## config.mk

```make
export PLATFORM = sky130hd
export DESIGN_NAME = edge_conv_seq
export DESIGN_NICKNAME = d
export VERILOG_FILES = /design/src/rtl/edge_conv_seq_pkg.sv /design/src/rtl/seq_tick_counter.sv /design/src/rtl/trig_edge_det.sv /design/src/rtl/edge_conv_seq.sv
export SDC_FILE = /design/constraint.sdc
export NUM_CORES = 1
export LEC_CHECK = 0
export ABC_CLOCK_PERIOD_IN_PS = 2400
export CORE_UTILIZATION = 49
export CTS_CLUSTER_SIZE = 16
export DETAILED_ROUTE_END_ITERATION = 10
export PLACE_DENSITY_LB_ADDON = 0.15
export SETUP_SLACK_MARGIN = 0.2
export SLEW_MARGIN = 30
export SYNTH_ARGS = -nofsm -noshare
export SYNTH_HDL_FRONTEND = slang
export SYNTH_HIERARCHICAL = 1
export SYNTH_SLANG_ARGS = --single-unit
```

## constraint.sdc

```tcl
create_clock -name clk -period 2.4 [get_ports clk]
set_input_delay 0.24 -clock clk [delete_from_list [all_inputs] [get_ports clk]]
set_output_delay 0.24 -clock clk [all_outputs]
set_load 0.01 [all_outputs]
```

## src/rtl/edge_conv_seq_pkg.sv

```systemverilog
package edge_conv_seq_pkg;
   // Encoding is visible to the host through state_o; order follows the sequence.
   typedef enum logic [2:0] {
      ST_IDLE      = 3'd0,
      ST_WAIT_RISE = 3'd1,
      ST_HOLD_RISE = 3'd2,
      ST_MEAS_RISE = 3'd3,
      ST_WAIT_FALL = 3'd4,
      ST_HOLD_FALL = 3'd5,
      ST_MEAS_FALL = 3'd6,
      ST_FAULT     = 3'd7
   } seq_state_t;
endpackage

```

## src/rtl/seq_tick_counter.sv

```systemverilog
module seq_tick_counter #(
   parameter int CNT_W = 4
) (
   input  logic             clk,
   input  logic             rst_n,
   input  logic             clr,
   input  logic             tick,
   output logic [CNT_W-1:0] cnt
);
   generate
      if (CNT_W < 1) begin : g_bad_width
         $error("seq_tick_counter: CNT_W must be at least 1");
      end
   endgenerate

   always_ff @(posedge clk or negedge rst_n) begin
      if (!rst_n)    cnt <= '0;
      else if (clr)  cnt <= '0;
      else if (tick) cnt <= cnt + CNT_W'(1);
   end
endmodule

```

## src/rtl/trig_edge_det.sv

```systemverilog
module trig_edge_det #(
   parameter int NSRC   = 4,
   parameter int STAGES = 2,
   localparam int SEL_W = $clog2(NSRC)
) (
   input  logic             clk,
   input  logic             rst_n,
   input  logic [NSRC-1:0]  trig_in,
   input  logic [SEL_W-1:0] sel,
   output logic             rise,
   output logic             fall
);
   logic [NSRC-1:0] synced;
   logic            watched_q;

   generate
      if (STAGES < 2) begin : g_bad_stages
         $error("trig_edge_det: at least two synchronizer stages required");
      end
      for (genvar s = 0; s < NSRC; s++) begin : g_src
         logic [STAGES-1:0] chain;
         always_ff @(posedge clk or negedge rst_n) begin
            if (!rst_n) chain <= '0;
            else        chain <= {chain[STAGES-2:0], trig_in[s]};
         end
         assign synced[s] = chain[STAGES-1];
      end
   endgenerate

   always_ff @(posedge clk or negedge rst_n) begin
      if (!rst_n) watched_q <= 1'b0;
      else        watched_q <= synced[sel];
   end

   assign rise =  synced[sel] & ~watched_q;
   assign fall = ~synced[sel] &  watched_q;
endmodule

```

## src/rtl/edge_conv_seq.sv

```systemverilog
module edge_conv_seq
   import edge_conv_seq_pkg::*;
#(
   parameter int DATA_W      = 12,
   parameter int NSRC        = 4,
   parameter int SYNC_STAGES = 2,
   parameter int CODE_W      = 4,
   parameter int WDOG_CYCLES = 64,
   localparam int SEL_W      = $clog2(NSRC),
   localparam int WDOG_W     = $clog2(WDOG_CYCLES + 1)
) (
   input  logic              clk,
   input  logic              rst_n,
   input  logic              arm,
   input  logic              clear,
   input  logic [NSRC-1:0]   trig_in,
   input  logic [SEL_W-1:0]  trig_sel,
   input  logic [CODE_W-1:0] holdoff_code,
   input  logic [CODE_W-1:0] timeout_code,
   input  logic              tick_25us,
   input  logic              tick_1ms,
   output logic              adc_req,
   input  logic              adc_done,
   input  logic [DATA_W-1:0] adc_data,
   output logic [DATA_W-1:0] rise_result,
   output logic [DATA_W-1:0] fall_result,
   output logic              seq_done,
   output logic [2:0]        state_o
);
   generate
      if (WDOG_CYCLES < 2) begin : g_bad_wdog
         $error("edge_conv_seq: WDOG_CYCLES must be at least 2");
      end
      if (NSRC < 2) begin : g_bad_nsrc
         $error("edge_conv_seq: NSRC must be at least 2");
      end
   endgenerate

   seq_state_t state, nxt;
   logic trig_rise, trig_fall;
   logic [CODE_W-1:0] hold_cnt, tmo_cnt;
   logic [WDOG_W-1:0] wd_cnt;
   logic in_hold, in_meas, hold_hit, tmo_hit, wd_hit;

   trig_edge_det #(.NSRC(NSRC), .STAGES(SYNC_STAGES)) u_edge (
      .clk(clk), .rst_n(rst_n), .trig_in(trig_in), .sel(trig_sel),
      .rise(trig_rise), .fall(trig_fall)
   );

   assign in_hold = (state == ST_HOLD_RISE) || (state == ST_HOLD_FALL);
   assign in_meas = (state == ST_MEAS_RISE) || (state == ST_MEAS_FALL);

   seq_tick_counter #(.CNT_W(CODE_W)) u_hold_cnt (
      .clk(clk), .rst_n(rst_n), .clr(!in_hold), .tick(tick_25us), .cnt(hold_cnt)
   );
   seq_tick_counter #(.CNT_W(CODE_W)) u_tmo_cnt (
      .clk(clk), .rst_n(rst_n), .clr(state != ST_WAIT_RISE), .tick(tick_1ms), .cnt(tmo_cnt)
   );
   seq_tick_counter #(.CNT_W(WDOG_W)) u_wd_cnt (
      .clk(clk), .rst_n(rst_n), .clr(!in_meas), .tick(1'b1), .cnt(wd_cnt)
   );

   assign hold_hit = tick_25us && (hold_cnt == holdoff_code);
   assign tmo_hit  = tick_1ms && (timeout_code != '0) &&
                     (tmo_cnt == timeout_code - CODE_W'(1));
   assign wd_hit   = (wd_cnt == WDOG_W'(WDOG_CYCLES - 1));

   always_comb begin
      nxt = state;
      unique case (state)
         ST_IDLE:      if (arm) nxt = ST_WAIT_RISE;
         ST_WAIT_RISE: if (trig_rise) nxt = ST_HOLD_RISE;
                       else if (tmo_hit) nxt = ST_FAULT;
         ST_HOLD_RISE: if (hold_hit) nxt = ST_MEAS_RISE;
         ST_MEAS_RISE: if (adc_done) nxt = ST_WAIT_FALL;
                       else if (wd_hit) nxt = ST_FAULT;
         ST_WAIT_FALL: if (trig_fall) nxt = ST_HOLD_FALL;
         ST_HOLD_FALL: if (hold_hit) nxt = ST_MEAS_FALL;
         ST_MEAS_FALL: if (adc_done) nxt = ST_IDLE;
                       else if (wd_hit) nxt = ST_FAULT;
         ST_FAULT:     if (clear) nxt = ST_IDLE;
         default:      nxt = ST_IDLE;
      endcase
   end

   always_ff @(posedge clk or negedge rst_n) begin
      if (!rst_n) begin
         state       <= ST_IDLE;
         rise_result <= '0;
         fall_result <= '0;
         seq_done    <= 1'b0;
      end else begin
         state    <= nxt;
         seq_done <= (state == ST_MEAS_FALL) && adc_done;
         if ((state == ST_MEAS_RISE) && adc_done) rise_result <= adc_data;
         if ((state == ST_MEAS_FALL) && adc_done) fall_result <= adc_data;
      end
   end

   assign adc_req = in_meas;
   assign state_o = state;
endmodule

```

* Yosys cells after proc, flatten, opt, wreduce, memory -nomap -nowiden
Cells that the tools add are included.
** Cells by class
- $add $sub $neg :: 4
- Magnitude comparators :: 1
- Equality and inequality tests :: 18
- Muxes and demuxes :: 18
- Bitwise operators :: 4
- Reductions and logical operators :: 11
** Operators by type and width (count)
- two-way mux 3 bit :: 10
- one-hot mux 3 bit (8 select lines) :: 1
- two-way mux 4 bit :: 4
- equality test 3 bit (second input constant) :: 4
- != test 2 bit (second input constant) :: 6
- adder 4 x 1 -> 4 bit (second input constant) :: 2
- equality test 4 bit :: 2
- adder 7 x 1 -> 7 bit (second input constant) :: 1
- equality test 7 x 6 -> 1 bit (second input constant) :: 1
- two-way mux 7 bit :: 1
- equality test 3 x 2 -> 1 bit (second input constant) :: 2
- AND reduction 6 bit :: 1
- logical AND 1 bit :: 5
- nonzero test 4 bit :: 1
- subtractor 4 x 1 -> 4 bit (second input constant) :: 1
- equality test 3 x 1 -> 1 bit (second input constant) :: 1
- zero test 3 bit :: 1
- < comparator 2 x 3 -> 1 bit (second input constant) :: 1
- != test 3 x 1 -> 1 bit (second input constant) :: 1
- != test 3 bit (second input constant) :: 1
- AND 1 bit :: 2
- binary-select mux 1 bit (select 2 bit) :: 1
- logical OR 1 bit :: 2
- NOT 1 bit :: 2
- 2 further kinds :: 2
** Storage, ports and cells
- Bits in registers :: 52
- Output and inout port bits :: 29
- Logic and storage cells :: 68

* Longest topological paths before layout
- Word-level depth :: 6
- Gate-level depth with buffers :: 7
- Gate-level depth less buffers :: 7

* Modules after synthesis
The synthesis kept the hierarchy.
** Modules (own cells, without submodules)
- edge_conv_seq :: instances 1, cells an instance 117, area an instance 1472.7 um2, seq. area each 700.7 um2
- seq_tick_counter (u_hold_cnt ...) :: instances 2, cells an instance 16, area an instance 192.7 um2, seq. area each 100.1 um2
- seq_tick_counter (u_wd_cnt) :: instances 1, cells an instance 29, area an instance 307.8 um2, seq. area each 175.2 um2
- trig_edge_det :: instances 1, cells an instance 12, area an instance 270.3 um2, seq. area each 225.2 um2

* Worst setup path before layout
No wires, ideal clock.
- Path type :: reg2reg
- Start point :: reg u_edge.g_src[3].chain[1]
- End point :: reg state[2] (netlist: state_o[2])
- Library setup time :: 0.120 ns
- Arrival time :: 1.749 ns
- Required time :: 2.280 ns
- Setup slack :: 0.530 ns
- Cell stages (with the launch flop) :: 8
- Clock period less this slack :: 1.870 ns
- Path through :: dfrtp_1 -> mux4_2 -> nor2b_2 -> nor2_1 -> a211o_1 -> nor3_2 -> nand3_1 -> o211a_1
** On the way
- Cells in the longest elaborated chain, start to end :: 6
- Elaborated cells on any way between the ends :: 10
- Classes of those cells :: eq/ne: 2; mux: 4; bitwise: 3; reduce/logical: 1
** RTL lines
- from (decl) :: line trig_edge_det.sv:21 : logic [STAGES-1:0] chain;
- from (signal assigned) :: line trig_edge_det.sv:24 : else chain <= {chain[STAGES-2:0], trig_in[s]};
- binary-select mux 1 bit (select 2 bit) :: line trig_edge_det.sv:36 : assign fall = ~synced[sel] & watched_q;
- two-way mux 1 bit (not written as such) :: line trig_edge_det.sv:36
- NOT 1 bit :: line trig_edge_det.sv:36
- AND 1 bit :: line trig_edge_det.sv:36
- named net trig_fall :: line edge_conv_seq.sv:40 : logic trig_rise, trig_fall;
- != test 2 bit (no source line)
- AND reduction 6 bit (no source line)
- to (signal assigned) :: line edge_conv_seq.sv:93 : state <= nxt;
- to (decl) :: line edge_conv_seq.sv:39 : seq_state_t state, nxt;
The timed path passes the listed nets, and every way through them passes these cells. The select of a mux whose other input is x is not followed.
A chain may end at the register's enable or synchronous reset.

* Worst setup path in the final report
- Start point :: in trig_sel[0]
- End point :: reg state[2] (netlist: state_o[2])
** On the way
- Cells in the longest elaborated chain, start to end :: 6
- Elaborated cells on any way between the ends :: 10
- Classes of those cells :: eq/ne: 2; mux: 4; bitwise: 3; reduce/logical: 1
** RTL lines
- from (decl) :: line edge_conv_seq.sv:17 : input logic [SEL_W-1:0] trig_sel,
- binary-select mux 1 bit (select 2 bit) :: line trig_edge_det.sv:36
- two-way mux 1 bit (not written as such) :: line trig_edge_det.sv:36
- NOT 1 bit :: line trig_edge_det.sv:36
- AND 1 bit :: line trig_edge_det.sv:36
- named net trig_fall :: line edge_conv_seq.sv:40
- != test 2 bit (no source line)
- AND reduction 6 bit (no source line)
The timed path passes the listed nets, and every way through them passes these cells. The select of a mux whose other input is x is not followed.

==> out/results.txt <==
Reg-to-Reg Start = u_edge/g_src[3].chain[1]
CP required = 2.59 ns
Wire length on met2 = 2.06 mm
# IOs = 62
Pwr per Cell Area = 1040 mW/mm²
Yosys warns = 6
VDD IR-drop max = 0.636 mV
Main flop type after synthesis = dfrtp_1
Nets = 301
Vias per std cell = 4.95
Clk pin slew, worst setup/hold paths = 0.09 ns
Largest net degree at the start of global routing = 53
Max H-tree Level = 2
Least-Margin Pin Slew = 0.645 ns
Routed Antenna Nets = 0
Count of final setup violators = 0
DRT Pass-1 Iters = 4
Synth top area share = 53.4%
Number of global-route vias before repair = 1,628
R2r worst-path depth = 7
TritonCTS Buffers = 5
CP Capture Type = flip-flop
Clock Skew = 0.0104 ns
Fmax = 474 MHz
Die area = 0.00526 mm²
Fin util = 68.1%
Num rows = 25
Core Footprint = 0.00475 mm²
Seq/Total Area, Yosys = 53.4%
IO Port Bufs = 61
Worst skew pair latency = 0.30 ns
Gate Count Post-Synth = 190
CTS tree = yes
Final HPWL DP = 3.16 mm
#FFs+latches synth = 52
N_diodes = 0
Initial Util = 51.2%
Hold Vio Cnt, Final = 0
Yosys cell types = 46
Syn-to-layout area delta = 33.0%
Remaining global-route overflow = 0
# clock sinks = 52
Flop2flop setup slack = 0.42 ns
Initial antenna violation count = 0
Clk root buf = clkbuf_8
Cell area after synthesis = 0.00244 mm²
Global-route wire length before repair = 7.45 mm
Worst Path Arrival = 2.30 ns
Max Slew Vio Count = 0
Avg Synthesized Cell Area = 12.8 µm²
Residual DRC = 0
Clk buf depth = 2
Worst Setup Path Type = in -> reg
Routability cong. = 0.788
Routed wl met3 = 153 µm
Met1 wire length = 2.08 mm
CP Launch Type = primary input
Number of max-cap violations = 0
Hold-fix buffers, CTS = 0
DR vias = 1,639
Leakage = 1.45 nW
FF-to-FF End = state_o[2]
Worst-path fanout max = 5
Die width = 72.5 µm
Layout cells sized above 1 = 19.3%
Min Tclk post-route = 2.11 ns
First DRT Iteration DRCs = 39
Top area cells in the synthesized netlist = dfrtp_1 (53%), mux2_4 (7.4%), mux2_2 (6.0%), xnor2_1 (4.0%), nor2_1 (2.3%)
Post-synthesis async set-or-reset flop share = 100%
RSZ-0062 raised after global routing = yes
Relative slew slack = 57.0%
Placed Cells incl. Taps = 320
Routed len/inst = 13.2 µm
Post-Layout Cell Count = 331
Uppermost layer routed = met4
Status = complete, no violations
Hold Crit Class = in -> async
Post-synth top area cell = dfrtp_1
Crit share post-route = 87.9%
Post-synth EDFFs = 0
Die Ht = 72.5 µm
Routed wire length = 4.37 mm
Total Routing Usage GR = 18.3%
[stage by stage]
step | TNS (ns) | hold WS (ns) | instance area, µm² | power [W] | setup slack, ns
2_1_floorplan | 0 | -0.0556 | 2450 | 0.00218 | 0.530
3_3_place_gp | 0 | 0.333 | 3120 | 0.00282 | 0.00916
3_5_place_dp | -0.0572 | 0.336 | 3120 | 0.00284 | -0.0572
4_1_cts | 0 | 0.0651 | 3200 | 0.00333 | 0.257
5_1_grt | 0 | 0.112 | 3240 | 0.00358 | 0.173
6_report | 0 | 0.0411 | 3240 | 0.00336 | 0.291
[state kept, by name (all words and copies together), names as in the netlist]
name	count
fall_result	12
rise_result	12
seq_done	1
state_o	3
u_edge/g_src.chain	8
u_edge/watched_q	1
u_hold_cnt/cnt	4
u_tmo_cnt/cnt	4
u_wd_cnt/cnt	7
[layer usage]
metal  global-route usage, %  up-vias
met2                    28.5       31
met5                       0        -
met1                    25.3      790
met4                    6.75        0
li1                        -      809
met3                    4.17        9
[cells in the mapped netlist (2+ instances only)]
library cell	instances
a21oi_1	7
and4b_1	2
buf_6	3
inv_1	4
xnor2_1	11
mux2i_1	4
nand3b_1	3
o21a_1	2
nand3_1	3
o21ai_0	5
ha_1	4
nor2_1	15
nand2_1	6
or3_1	2
a21bo_2	2
mux2_4	12
nand4_1	6
dfrtp_1	52
mux2_2	13
nor2b_1	3
xor2_1	5
nor2b_4	2
[cells in the final DEF, fill, tap and decap left out, types with 2 or more instances in the layout]
master,n
clkbuf_8,5
nand4_1,6
inv_1,4
nor2b_1,3
xor2_1,5
dfrtp_1,51
o21a_1,2
a21bo_2,2
and4b_1,2
buf_4,8
mux2i_1,4
nor2_1,15
mux2_2,13
mux2_4,12
nand2_1,6
o21ai_0,5
or3_1,2
ha_1,4
xnor2_1,11
conb_1,5
nand3b_1,3
clkdlybuf4s50_1,60
nand3_1,3
a21oi_1,7
nor2b_4,2
[timing repair]
action / 4_1_cts / 5_1_grt
cloned: 0 / 0
setup buffers: 0 / 4
setup endpoints to repair: 1 / 3
pin swaps: 0 / 0
resized for setup: 1 / 1
[critical path, stage by stage]
cell             delay [ns]
clkdlybuf4s50_1        0.50
mux4_2                 0.54
nor2b_2                0.12
nor2_1                 0.05
a211o_1                0.35
nor3_4                 0.26
nand3_1                0.10
o211a_1                0.13
[layout make-up]
| type | instances | area [µm²] |
|---|---|---|
| Clock buffer | 5 | 68.8 |
| Clock inverter | 2 | 12.5 |
| Fill cell | 385 | 1520 |
| Inverter | 4 | 15.0 |
| Multi-Input combinational cell | 132 | 1090 |
| Sequential cell | 52 | 1300 |
| Tap cell | 67 | 83.8 |
| Timing Repair Buffer | 69 | 666 |
[power by group]
group,leakage (nW),switching [W],internal (W)
Sequential,0.654,0.000209,0.00114
Combinational,0.756,0.000592,0.000952
Clock,0.0400,0.000273,0.000198
Total,1.45,0.00107,0.00229
[worst max path at each step]
stage	startpoint	to	slack, ns	cells past startpoint
after floorplan	u_edge/g_src[3].chain[1]	state_o[2]	0.53	7
after global placement	trig_sel[0]	state_o[2]	0.009	8
after detailed placement	trig_sel[0]	state_o[2]	-0.06	8
after CTS	trig_sel[0]	state_o[2]	0.26	8
after global routing	state_o[0]	adc_req	0.17	4
final	trig_sel[0]	state_o[2]	0.29	8
[kinds of logic (layout without fill, tap and decap cells)]
kind of cell,after synthesis,after routing,synth area share [%]
AO/OA/AOI/OAI,25,25,7.09
XOR/XNOR,16,16,5.75
adder cells (fa/ha/maj),4,4,2.05
buffers and inverters,10,80,2.67
flip-flops,52,52,53.4
multiplexers,31,31,16.4
other,1,5,0.154
AND/OR/NAND/NOR,51,51,12.4
No activity file was read; power rests on OpenSTA's default activity.
